`src/rtl/ttb_pkg.sv`:
```
package ttb_pkg;
  localparam int unsigned TTB_DW = 32;

  typedef enum logic [1:0] {
    TTB_ONCE  = 2'd0,
    TTB_LOOP  = 2'd1,
    TTB_SPARE = 2'd2,
    TTB_FREE  = 2'd3
  } ttb_mode_e;

  typedef enum logic [1:0] {
    TTB_R_CTRL = 2'd0,
    TTB_R_CLK  = 2'd1,
    TTB_R_CNT  = 2'd2,
    TTB_R_CMP  = 2'd3
  } ttb_reg_e;

  localparam int unsigned CTRL_EN_BIT  = 0;
  localparam int unsigned CTRL_CLR_BIT = 1;
  localparam int unsigned CTRL_MODE_LO = 4;
  localparam int unsigned CLK_DIV_BIT  = 0;
  localparam int unsigned CLK_SRC_BIT  = 4;

  function automatic logic ttb_is_once(ttb_mode_e m);
    return (m == TTB_ONCE) || (m == TTB_SPARE);
  endfunction

  function automatic logic ttb_matches(logic [TTB_DW-1:0] c, logic [TTB_DW-1:0] lim,
                                       ttb_mode_e m);
    return (m != TTB_FREE) && (c == lim);
  endfunction

  function automatic logic [TTB_DW-1:0] ttb_next(logic [TTB_DW-1:0] c,
                                                 logic [TTB_DW-1:0] lim, ttb_mode_e m);
    if (ttb_matches(c, lim, m)) begin
      return (m == TTB_LOOP) ? '0 : c;
    end
    return c + 1'b1;
  endfunction

  function automatic logic [TTB_DW-1:0] ttb_ctrl_view(ttb_mode_e m, logic en);
    logic [TTB_DW-1:0] v;
    v = '0;
    v[CTRL_MODE_LO +: 2] = m;
    v[CTRL_EN_BIT]       = en;
    return v;
  endfunction

  function automatic logic [TTB_DW-1:0] ttb_clk_view(logic slow, logic halve);
    logic [TTB_DW-1:0] v;
    v = '0;
    v[CLK_SRC_BIT] = slow;
    v[CLK_DIV_BIT] = halve;
    return v;
  endfunction
endpackage

```
`src/rtl/ttb_tick_sel.sv`:
```
module ttb_tick_sel (
  input  logic clk,
  input  logic rst_n,
  input  logic fast_tick,
  input  logic slow_tick,
  input  logic use_slow,
  input  logic halve,
  input  logic restart,
  output logic tick_o
);
  logic src;
  logic phase_q;

  assign src = use_slow ? slow_tick : fast_tick;

  always_ff @(posedge clk or negedge rst_n) begin
    if (!rst_n) begin
      phase_q <= 1'b0;
    end else if (restart) begin
      phase_q <= 1'b0;
    end else if (src && halve) begin
      phase_q <= ~phase_q;
    end
  end

  // halved: pass only the source ticks that find the phase set
  assign tick_o = src && (!halve || phase_q);
endmodule

```
`src/rtl/ttb_channel.sv`:
```
module ttb_channel
  import ttb_pkg::*;
#(
  parameter int unsigned DW = TTB_DW
) (
  input  logic          clk,
  input  logic          rst_n,
  input  logic          ctrl_we,
  input  logic          clk_we,
  input  logic          cmp_we,
  input  logic [DW-1:0] wdata,
  input  logic          ack,
  input  logic          fast_tick,
  input  logic          slow_tick,
  output logic [DW-1:0] cnt_o,
  output logic [DW-1:0] cmp_o,
  output logic [DW-1:0] ctrl_rd_o,
  output logic [DW-1:0] clk_rd_o,
  output logic          en_o,
  output ttb_mode_e     mode_o,
  output logic          hit_o,
  output logic          pend_o
);
  logic          en_q;
  ttb_mode_e     mode_q;
  logic          slow_q;
  logic          halve_q;
  logic [DW-1:0] cnt_q;
  logic [DW-1:0] cmp_q;
  logic          pend_q;
  logic          clr_now;
  logic          tick;
  logic          run_tick;
  logic          hit;

  assign clr_now = ctrl_we && wdata[CTRL_CLR_BIT];

  ttb_tick_sel u_tick (
    .clk       (clk),
    .rst_n     (rst_n),
    .fast_tick (fast_tick),
    .slow_tick (slow_tick),
    .use_slow  (slow_q),
    .halve     (halve_q),
    .restart   (clr_now),
    .tick_o    (tick)
  );

  assign run_tick = en_q && tick;
  assign hit      = run_tick && !clr_now && ttb_matches(cnt_q, cmp_q, mode_q);

  always_ff @(posedge clk or negedge rst_n) begin
    if (!rst_n) begin
      en_q   <= 1'b0;
      mode_q <= TTB_ONCE;
    end else if (ctrl_we) begin
      en_q   <= wdata[CTRL_EN_BIT];
      mode_q <= ttb_mode_e'(wdata[CTRL_MODE_LO +: 2]);
    end else if (hit && ttb_is_once(mode_q)) begin
      en_q   <= 1'b0;
    end
  end

  always_ff @(posedge clk or negedge rst_n) begin
    if (!rst_n) begin
      slow_q  <= 1'b0;
      halve_q <= 1'b0;
    end else if (clk_we) begin
      slow_q  <= wdata[CLK_SRC_BIT];
      halve_q <= wdata[CLK_DIV_BIT];
    end
  end

  always_ff @(posedge clk or negedge rst_n) begin
    if (!rst_n) begin
      cmp_q <= '0;
    end else if (cmp_we) begin
      cmp_q <= wdata;
    end
  end

  always_ff @(posedge clk or negedge rst_n) begin
    if (!rst_n) begin
      cnt_q <= '0;
    end else if (clr_now) begin
      cnt_q <= '0;
    end else if (run_tick) begin
      cnt_q <= ttb_next(cnt_q, cmp_q, mode_q);
    end
  end

  // a new match outranks an acknowledge in the same cycle
  always_ff @(posedge clk or negedge rst_n) begin
    if (!rst_n) begin
      pend_q <= 1'b0;
    end else if (hit) begin
      pend_q <= 1'b1;
    end else if (ack) begin
      pend_q <= 1'b0;
    end
  end

  assign cnt_o     = cnt_q;
  assign cmp_o     = cmp_q;
  assign ctrl_rd_o = ttb_ctrl_view(mode_q, en_q);
  assign clk_rd_o  = ttb_clk_view(slow_q, halve_q);
  assign en_o      = en_q;
  assign mode_o    = mode_q;
  assign hit_o     = hit;
  assign pend_o    = pend_q;
endmodule

```
`src/rtl/tick_timer_bank.sv`:
```
module tick_timer_bank
  import ttb_pkg::*;
#(
  parameter int unsigned NUM_CH = 6,
  parameter int unsigned ADDR_W = 8
) (
  input  logic              clk,
  input  logic              rst_n,
  input  logic              wr_en,
  input  logic [ADDR_W-1:0] addr,
  input  logic [TTB_DW-1:0] wdata,
  input  logic              fast_tick,
  input  logic              slow_tick,
  output logic [TTB_DW-1:0] rdata,
  output logic              irq
);
  localparam int unsigned DW    = TTB_DW;
  localparam int unsigned IDX_W = ADDR_W - 4;

  logic [IDX_W-1:0] idx;
  ttb_reg_e         sel;
  logic             aligned;
  logic             ien_we;
  logic             ack_we;
  logic [NUM_CH-1:0] ien_q;
  logic [NUM_CH-1:0] ack_mask;

  logic [NUM_CH-1:0] hit_vec;
  logic [NUM_CH-1:0] pend_vec;
  logic [NUM_CH-1:0] en_vec;
  logic [NUM_CH-1:0] once_vec;
  logic [NUM_CH-1:0] free_vec;
  logic [NUM_CH-1:0] ctrl_we_vec;
  logic [NUM_CH-1:0] clk_we_vec;
  logic [NUM_CH-1:0] cmp_we_vec;

  logic [DW-1:0] cnt_arr  [NUM_CH];
  logic [DW-1:0] cmp_arr  [NUM_CH];
  logic [DW-1:0] ctrl_arr [NUM_CH];
  logic [DW-1:0] clk_arr  [NUM_CH];

  assign idx     = addr[ADDR_W-1:4];
  assign sel     = ttb_reg_e'(addr[3:2]);
  assign aligned = (addr[1:0] == 2'b00);

  // shared slots live in the block of index 0
  assign ien_we   = wr_en && aligned && (idx == '0) && (sel == TTB_R_CTRL);
  assign ack_we   = wr_en && aligned && (idx == '0) && (sel == TTB_R_CNT);
  assign ack_mask = ack_we ? wdata[NUM_CH-1:0] : '0;

  always_ff @(posedge clk or negedge rst_n) begin
    if (!rst_n) begin
      ien_q <= '0;
    end else if (ien_we) begin
      ien_q <= wdata[NUM_CH-1:0];
    end
  end

  for (genvar g = 0; g < NUM_CH; g++) begin : g_ch
    ttb_mode_e mode_w;
    logic      slot;

    assign slot           = wr_en && aligned && (idx == IDX_W'(g + 1));
    assign ctrl_we_vec[g] = slot && (sel == TTB_R_CTRL);
    assign clk_we_vec[g]  = slot && (sel == TTB_R_CLK);
    assign cmp_we_vec[g]  = slot && (sel == TTB_R_CMP);

    ttb_channel #(.DW(DW)) u_ch (
      .clk       (clk),
      .rst_n     (rst_n),
      .ctrl_we   (ctrl_we_vec[g]),
      .clk_we    (clk_we_vec[g]),
      .cmp_we    (cmp_we_vec[g]),
      .wdata     (wdata),
      .ack       (ack_mask[g]),
      .fast_tick (fast_tick),
      .slow_tick (slow_tick),
      .cnt_o     (cnt_arr[g]),
      .cmp_o     (cmp_arr[g]),
      .ctrl_rd_o (ctrl_arr[g]),
      .clk_rd_o  (clk_arr[g]),
      .en_o      (en_vec[g]),
      .mode_o    (mode_w),
      .hit_o     (hit_vec[g]),
      .pend_o    (pend_vec[g])
    );

    assign once_vec[g] = ttb_is_once(mode_w);
    assign free_vec[g] = (mode_w == TTB_FREE);
  end

  always_comb begin
    rdata = '0;
    if (aligned) begin
      if ((idx == '0) && (sel == TTB_R_CTRL)) begin
        rdata = DW'(ien_q);
      end
      for (int i = 0; i < NUM_CH; i++) begin
        if (idx == IDX_W'(i + 1)) begin
          case (sel)
            TTB_R_CTRL: rdata = ctrl_arr[i];
            TTB_R_CLK:  rdata = clk_arr[i];
            TTB_R_CNT:  rdata = cnt_arr[i];
            default:    rdata = cmp_arr[i];
          endcase
        end
      end
    end
  end

  assign irq = |(pend_vec & ien_q);
endmodule

```
`config.mk`:
```
export PLATFORM = sky130hd
export DESIGN_NAME = tick_timer_bank
export DESIGN_NICKNAME = d
export VERILOG_FILES = /design/src/rtl/ttb_pkg.sv /design/src/rtl/ttb_tick_sel.sv /design/src/rtl/ttb_channel.sv /design/src/rtl/tick_timer_bank.sv
export SDC_FILE = /design/constraint.sdc
export NUM_CORES = 1
export LEC_CHECK = 0
export ABC_CLOCK_PERIOD_IN_PS = 2300
export BUFFER_PORTS_ARGS = -buffer_cell sky130_fd_sc_hd__buf_2
export CAP_MARGIN = 30
export CORE_ASPECT_RATIO = 0.6
export CORE_MARGIN = 1.5
export CORE_UTILIZATION = 55
export CTS_CLUSTER_DIAMETER = 40
export CTS_CLUSTER_SIZE = 30
export DETAILED_ROUTE_END_ITERATION = 12
export GPL_TIMING_DRIVEN = 0
export HOLD_SLACK_MARGIN = 0.15
export PLACE_DENSITY = 0.68
export SYNTH_ARGS = -nofsm -noshare
export SYNTH_HDL_FRONTEND = slang
export SYNTH_HIERARCHICAL = 1
export SYNTH_SLANG_ARGS = --single-unit
```
`constraint.sdc`:
```
create_clock -name clk -period 2.3 [get_ports clk]
set_input_delay 0.345 -clock clk [delete_from_list [all_inputs] [get_ports clk]]
set_output_delay 0.345 -clock clk [all_outputs]
set_load 0.01 [all_outputs]
```
==> run metrics, run 1 <==
outcome complete, but fails checks; violated checks negative setup slack; cts bufs inserted 59; FP Rows 68; initial antenna violation count 18; R2R Path Start g_ch[2].u_ch/cnt_o[3]; warnings from Yosys 6; I/O pin cnt 78; Final Wtd Congestion 1.02; Syn Inst Count 2,960; Initial DRT Pass Iterations 8; Max Transition Viols Final 0; die footprint 60,100 µm²; period utilization 1.27; Max Root-Sink Buffers 3; reg-to-reg slack, setup -0.13 ns; H-tree depth 2; drt total wl 136,000 µm; Mean Syn Cell Area 10.9 µm²; WL per Instance 30.5 µm; CTS Root Cell clkbuf_16; DP Wirelength 97,300 µm; CP Max Fanout 3; Setup crit end kind output pin; Req. time, crit path 1.96 ns; Setup WS post-layout -0.631 ns; hold_ws 0.248 ns; Max Fclk 0.341 GHz; Hold Path Origin wr_en; cell area power density 543 nW/µm²; Cell Area, Synth 32,200 µm²; crit path DAT 2.59 ns; Die Y 190 µm; min cycle time layout 2.93 ns; WHS Path Cells 3; Clk pin slew, worst setup/hold paths 0.06 ns; final core occ 0.708; via count 28,900; first-pass GRT wire length 187,000 µm; Least-Margin Pin Slew 1.06 ns; Hold Path Sink ien_q[4]; Chip Width 315 µm; RR Endpoint g_ch[2].u_ch/cnt_o[14]; GRT Resource Usage Total 0.441; initial core utilization 0.558; grt ovf 0; maximum VDD drop 603 µV; Hold Crit Class primary input to register; pin count of the biggest net entering global routing 115; dpl ws -1.34 ns; TritonCTS clock tree built; vias in the first global route 26,300; Worst Setup SP g_ch[1].u_ch/cmp_o[23]; core area 57,700 µm²; clock latency on the worst-skew pair 0.66 ns; Clock Skew 0.0233 ns; worst r2r path cells 11; Hold Fails Final Rpt 0; Routed Antenna Nets 0; CTS Sinks 432; Via-to-Cell Ratio 6.48; port buffer count 74; PnR Total Power 22,200 µW; # DRC 0; share of post-route cells with drive strength above 1 0.472; kind of critical path register to output pin; Iteration-0 DRC Markers 4,299; relative slew slack 0.291; RSZ-0062 raised after global routing true; Layout Nets 3,677; kind of start point of the critical path register; Leak 0.0178 µW; Area Overhead vs Synth 26.8%; fillers 4,150; MaxCap Viol Count 0; endpoints failing setup 80
-- layer usage --
metal	track usage	share of wire
met5	0	0.0013
met4	0.148	0.043
met3	0.147	0.15
met2	0.596	0.40
met1	0.655	0.41
-- layout make-up --
type,count,area [µm²],share of cell area
Antenna cell,7,17.5,0.000429
Buffer,562,4480,0.110
Clock buffer,71,1590,0.0390
Clock inverter,37,414,0.0101
Inverter,49,184,0.00450
Multi-Input combinational cell,2260,20000,0.491
Sequential cell,432,10900,0.268
Tap cell,770,963,0.0236
Timing Repair Buffer,262,2210,0.0542
-- stage by stage --
stage	area, µm²	setup TNS [ns]	cells
detailed placement	35200	-342.20	4159
CTS	39000	-12.18	4350
global route	40800	-16.38	4445
floorplan	33700	-0.0284	3308
global placement	35000	-3950.82	4152
finish	40800	-14.59	4450
-- flip-flops by register name (all words and copies together) (netlist names) --
| register | flops |
|---|---|
| g_ch.u_ch/mode_o | 12 |
| ien_q | 6 |
| g_ch.u_ch/halve_q | 6 |
| g_ch.u_ch/en_o | 6 |
| g_ch.u_ch/slow_q | 6 |
| g_ch.u_ch/cnt_o | 192 |
| g_ch.u_ch/cmp_o | 192 |
| g_ch.u_ch/u_tick/phase_q | 6 |
| g_ch.u_ch/pend_o | 6 |
-- cell usage in the layout, fill, tap and decap left out, drive strengths merged, types with 28 or more instances in the layout --
cell type / instances
buf: 803
dfrtp: 432
conb: 354
nand2: 261
mux2: 222
mux4: 192
xnor2: 192
nand3: 183
nand4: 125
o311ai: 93
clkbuf: 90
nor2: 82
a22oi: 75
inv: 62
a21oi: 58
a31oi: 42
o21ai: 37
nor3: 36
mux2i: 28
-- critical path: stages, from the launching register on --
cell     delay, ns
dfrtp_2       0.41
mux4_2        0.52
a22oi_2       0.59
a31oi_2       0.20
buf_2         0.20
-- worst max-delay path by stage --
stage,to,slack (ns),depth (start not counted)
floorplan,g_ch[3].u_ch/cnt_o[27],-0.006,10
global placement,g_ch[0].u_ch/cnt_o[8],-8.23,1
detailed placement,g_ch[2].u_ch/cmp_o[6],-1.34,9
CTS,rdata[15],-0.55,4
global route,rdata[15],-0.68,4
finish,rdata[23],-0.63,4
-- what timing repair did --
item | 4_1_cts | 5_1_grt
endpoints found under the setup margin | 403 | 440
buffers inserted | 85 | 82
pin swaps | 83 | 94
hold buffers | 1 | 0
gates cloned | 1 | 13
endpoints found under the hold margin | 107 | 0
gates resized for setup | 292 | 264
-- where the power goes --
group	total, µW	internal, µW	switching (µW)
logic	4380	1990	2380
clock network	9650	5580	4070
registers	8150	7860	294
total	22200	15400	6750
Note: power is estimated with default switching activity, not from simulation.
==> run 2, diff against run 1 <==
--- a/config.mk
+++ b/config.mk
@@ -11,13 +11,14 @@
 export CORE_ASPECT_RATIO = 0.6
 export CORE_MARGIN = 1.5
 export CORE_UTILIZATION = 55
+export CTS_BUF_LIST = sky130_fd_sc_hd__clkbuf_8 sky130_fd_sc_hd__clkbuf_16
 export CTS_CLUSTER_DIAMETER = 40
 export CTS_CLUSTER_SIZE = 30
 export DETAILED_ROUTE_END_ITERATION = 12
 export GPL_TIMING_DRIVEN = 0
 export HOLD_SLACK_MARGIN = 0.15
-export PLACE_DENSITY = 0.68
+export PLACE_DENSITY = 0.69
+export SKIP_LAST_GASP = 1
 export SYNTH_ARGS = -nofsm -noshare
 export SYNTH_HDL_FRONTEND = slang
-export SYNTH_HIERARCHICAL = 1
 export SYNTH_SLANG_ARGS = --single-unit
==> run 2 against run 1 <==
Net effect:
- the run ends with negative hold slack, negative setup slack left
- fmax rose by 10%
- critical path type is now register to register
- setup slack improved by 0.27 ns
- clock power shrank 6.6%
- largest cell class unchanged
==> run metrics, run 2 <==
count leader, synth dfrtp_1; number of enable flip-flop cells after synthesis 0; initial core utilization 0.556 (was 0.558); Worst Setup SP g_ch[0].u_ch.cmp_o[10] (was g_ch[1].u_ch/cmp_o[23]); most instantiated cells after synthesis dfrtp_1 (432), mux2_2 (221), xor2_1 (213), mux2i_1 (179), nor2_1 (156); Clock Skew 0.0269 ns (was 0.0233 ns); Final Wtd Congestion 1.09 (was 1.02); I/O pin cnt 78 (unchanged); largest cells by area after synthesis dfrtp_1 (42%), mux2_2 (9.7%), xor2_1 (7.3%), mux2i_1 (7.0%), nor2_1 (2.3%); CTS Sinks 432 (unchanged); most frequent cells in the layout dfrtp_1 (272), mux2_2 (220), buf_4 (199) (was buf_4 (544), conb_1 (354), dfrtp_1 (338)); worst r2r path cells 9 (was 11); Max Fclk 0.376 GHz (was 0.341 GHz); initial antenna violation count 13 (was 18); Hold Fails Final Rpt 97 (was 0); Req. time, crit path 2.78 ns (was 1.96 ns); MaxCap Viol Count 0 (unchanged); Iteration-0 DRC Markers 4,193 (was 4,299); # DRC 0 (unchanged); core area 46,200 µm² (was 57,700 µm²); Synth top area share 0.421; drt total wl 125,000 µm (was 136,000 µm); library cells used by synthesis 81; commonest non-fill, non-tap cell in the layout dfrtp_1 (was buf_4); grt ovf 0 (unchanged); CP Max Fanout 5 (was 3); pin count of the biggest net entering global routing 119 (was 115); cell taking the most area after synthesis dfrtp_1; dpl ws -1.63 ns (was -1.34 ns); GRT Resource Usage Total 0.458 (was 0.441); Least-Margin Pin Slew 1.23 ns (was 1.06 ns); FP Rows 61 (was 68); first-pass GRT wire length 156,000 µm (was 187,000 µm); Clk pin slew, worst setup/hold paths 0.08 ns (was 0.06 ns); Initial DRT Pass Iterations 6 (was 8); RR Endpoint g_ch[0].u_ch.cnt_o[28] (was g_ch[2].u_ch/cnt_o[14]); Area Overhead vs Synth 45.9% (was 26.8%); warnings from Yosys 0 (was 6); reg-to-reg slack, setup -0.36 ns (was -0.13 ns); PnR Total Power 20,900 µW (was 22,200 µW); crit path DAT 3.14 ns (was 2.59 ns); total negative slack -36.76 ns (was -14.59 ns); Max Root-Sink Buffers 3 (unchanged); Main synth FF type dfrtp_1; WL per Instance 34.2 µm (was 30.5 µm); Seq/Total Area, Yosys 0.421; Routed Antenna Nets 0 (unchanged); hold buffer count at cts 1 (unchanged); port buffer count 74 (unchanged); share of post-route cells with drive strength above 1 0.539 (was 0.472); kind of critical path register to register (was register to output pin); Layout Nets 3,006 (was 3,677); Setup crit end g_ch[0].u_ch.cnt_o[28] (was rdata[23]); post-synthesis register bit count 432; R2R Path Start g_ch[0].u_ch.cmp_o[10] (was g_ch[2].u_ch/cnt_o[3]); Syn Inst Count 2,540 (was 2,960); Async S/R FF share, synth 1.00; Cell Area, Synth 25,700 µm² (was 32,200 µm²); period utilization 1.16 (was 1.27); RSZ-0062 raised after global routing true (unchanged); Mean Syn Cell Area 10.1 µm² (was 10.9 µm²); H-tree depth 2 (unchanged); Syn Nets 2,591; relative slew slack 0.180 (was 0.291); Leak 0.0160 µW (was 0.0178 µW); min cycle time layout 2.66 ns (was 2.93 ns); CTS Root Cell clkbuf_16 (unchanged); die footprint 48,000 µm² (was 60,100 µm²); clock latency on the worst-skew pair 0.60 ns (was 0.66 ns); Hold Crit Class primary input to async pin (was primary input to register); maximum VDD drop 762 µV (was 603 µV); Max Transition Viols Final 0 (unchanged); endpoints failing setup 216 (was 80); TritonCTS clock tree built (unchanged); Setup WS post-layout -0.358 ns (was -0.631 ns); vias in the first global route 22,500 (was 26,300); cell area power density 558 nW/µm² (was 543 nW/µm²); cts bufs inserted 50 (was 59); kind of start point of the critical path register (unchanged); Setup crit end kind register (was output pin); via count 26,300 (was 28,900); outcome complete, but fails checks (unchanged); hold_ws -0.240 ns (was 0.248 ns); DP Wirelength 75,400 µm (was 97,300 µm); Chip Width 282 µm (was 315 µm); violated checks negative hold slack, negative setup slack (was negative setup slack); Via-to-Cell Ratio 7.21 (was 6.48); Die Y 170 µm (was 190 µm)
-- run 2: where the power goes --
group	total, µW	switching, µW	internal [µW]	leakage [µW]
combinational	3400	1910	1490	0.00942
clock	9010	3920	5090	0.000906
sequential	8490	546	7950	0.00562
total	20900	6370	14500	0.0160
-- run 2: how the worst min path moves through the flow --
stage / end / slack [ns] / depth (start not counted)
2_1_floorplan: g_ch[0].u_ch.cmp_o[0] / 0.05 / 0
3_3_place_gp: g_ch[5].u_ch.cmp_o[0] / 0.50 / 2
3_5_place_dp: g_ch[5].u_ch.cnt_o[23] / 0.42 / 1
4_1_cts: g_ch[5].u_ch.cnt_o[23] / -0.19 / 1
5_1_grt: g_ch[5].u_ch.cnt_o[23] / -0.16 / 1
6_report: g_ch[5].u_ch.cnt_o[23] / -0.24 / 1
-- run 2: timing repair --
| action | 4_1_cts | 5_1_grt |
|---|---|---|
| setup endpoints to repair | 407 | 230 |
| gates resized for setup | 771 | 727 |
| pin swaps | 148 | 328 |
| buffers inserted | 152 | 133 |
| cloned | 16 | 16 |
| endpoints found under the hold margin | 98 | 97 |
-- run 2: layer usage --
layer	track usage	up-vias	wire, µm
met4	0.223	6	8470
met3	0.137	638	18800
li1	-	10200	-
met1	0.669	12900	46900
met2	0.612	2505	50400
met5	0	-	99
-- run 2: metrics by stage --
| stage | area [µm²] | utilization | cells |
|---|---|---|---|
| 2_1_floorplan | 25700 | - | 2540 |
| 3_3_place_gp | 26800 | 0.581 | 3244 |
| 3_5_place_dp | 27000 | 0.584 | 3251 |
| 4_1_cts | 33400 | 0.723 | 3497 |
| 5_1_grt | 37400 | 0.810 | 3627 |
| 6_report | 37400 | 0.811 | 3644 |
-- run 2: logic make-up after synthesis --
logic type / synth area share
fa+ha+maj: 0.00292
buf+inv: 0.0357
compound gates: 0.122
simple gates: 0.154
mux: 0.177
xor+xnor: 0.0870
flops: 0.421
-- run 2: final cells by class --
cell class                      instances  area, µm²
Multi-Input combinational cell       1902      18600
Buffer                                132       1480
Clock inverter                         35        439
Tap cell                              630        788
Fill cell                            2386       8730
Inverter                               49        186
Timing Repair Buffer                  388       3500
Clock buffer                           59       1410
Sequential cell                       432      11000
Antenna cell                           17       42.5
-- run 2: worst max-delay path, cell delays in order, from the launching register on --
cell and delay, ns:
dfrtp_1 0.46, xor2_1 0.26, nor4_2 0.37, nand4_1 0.18
buf_6 0.17, o311a_4 0.38, buf_6 0.15, o211ai_1 0.22
xor2_1 0.25, nor2_1 0.09
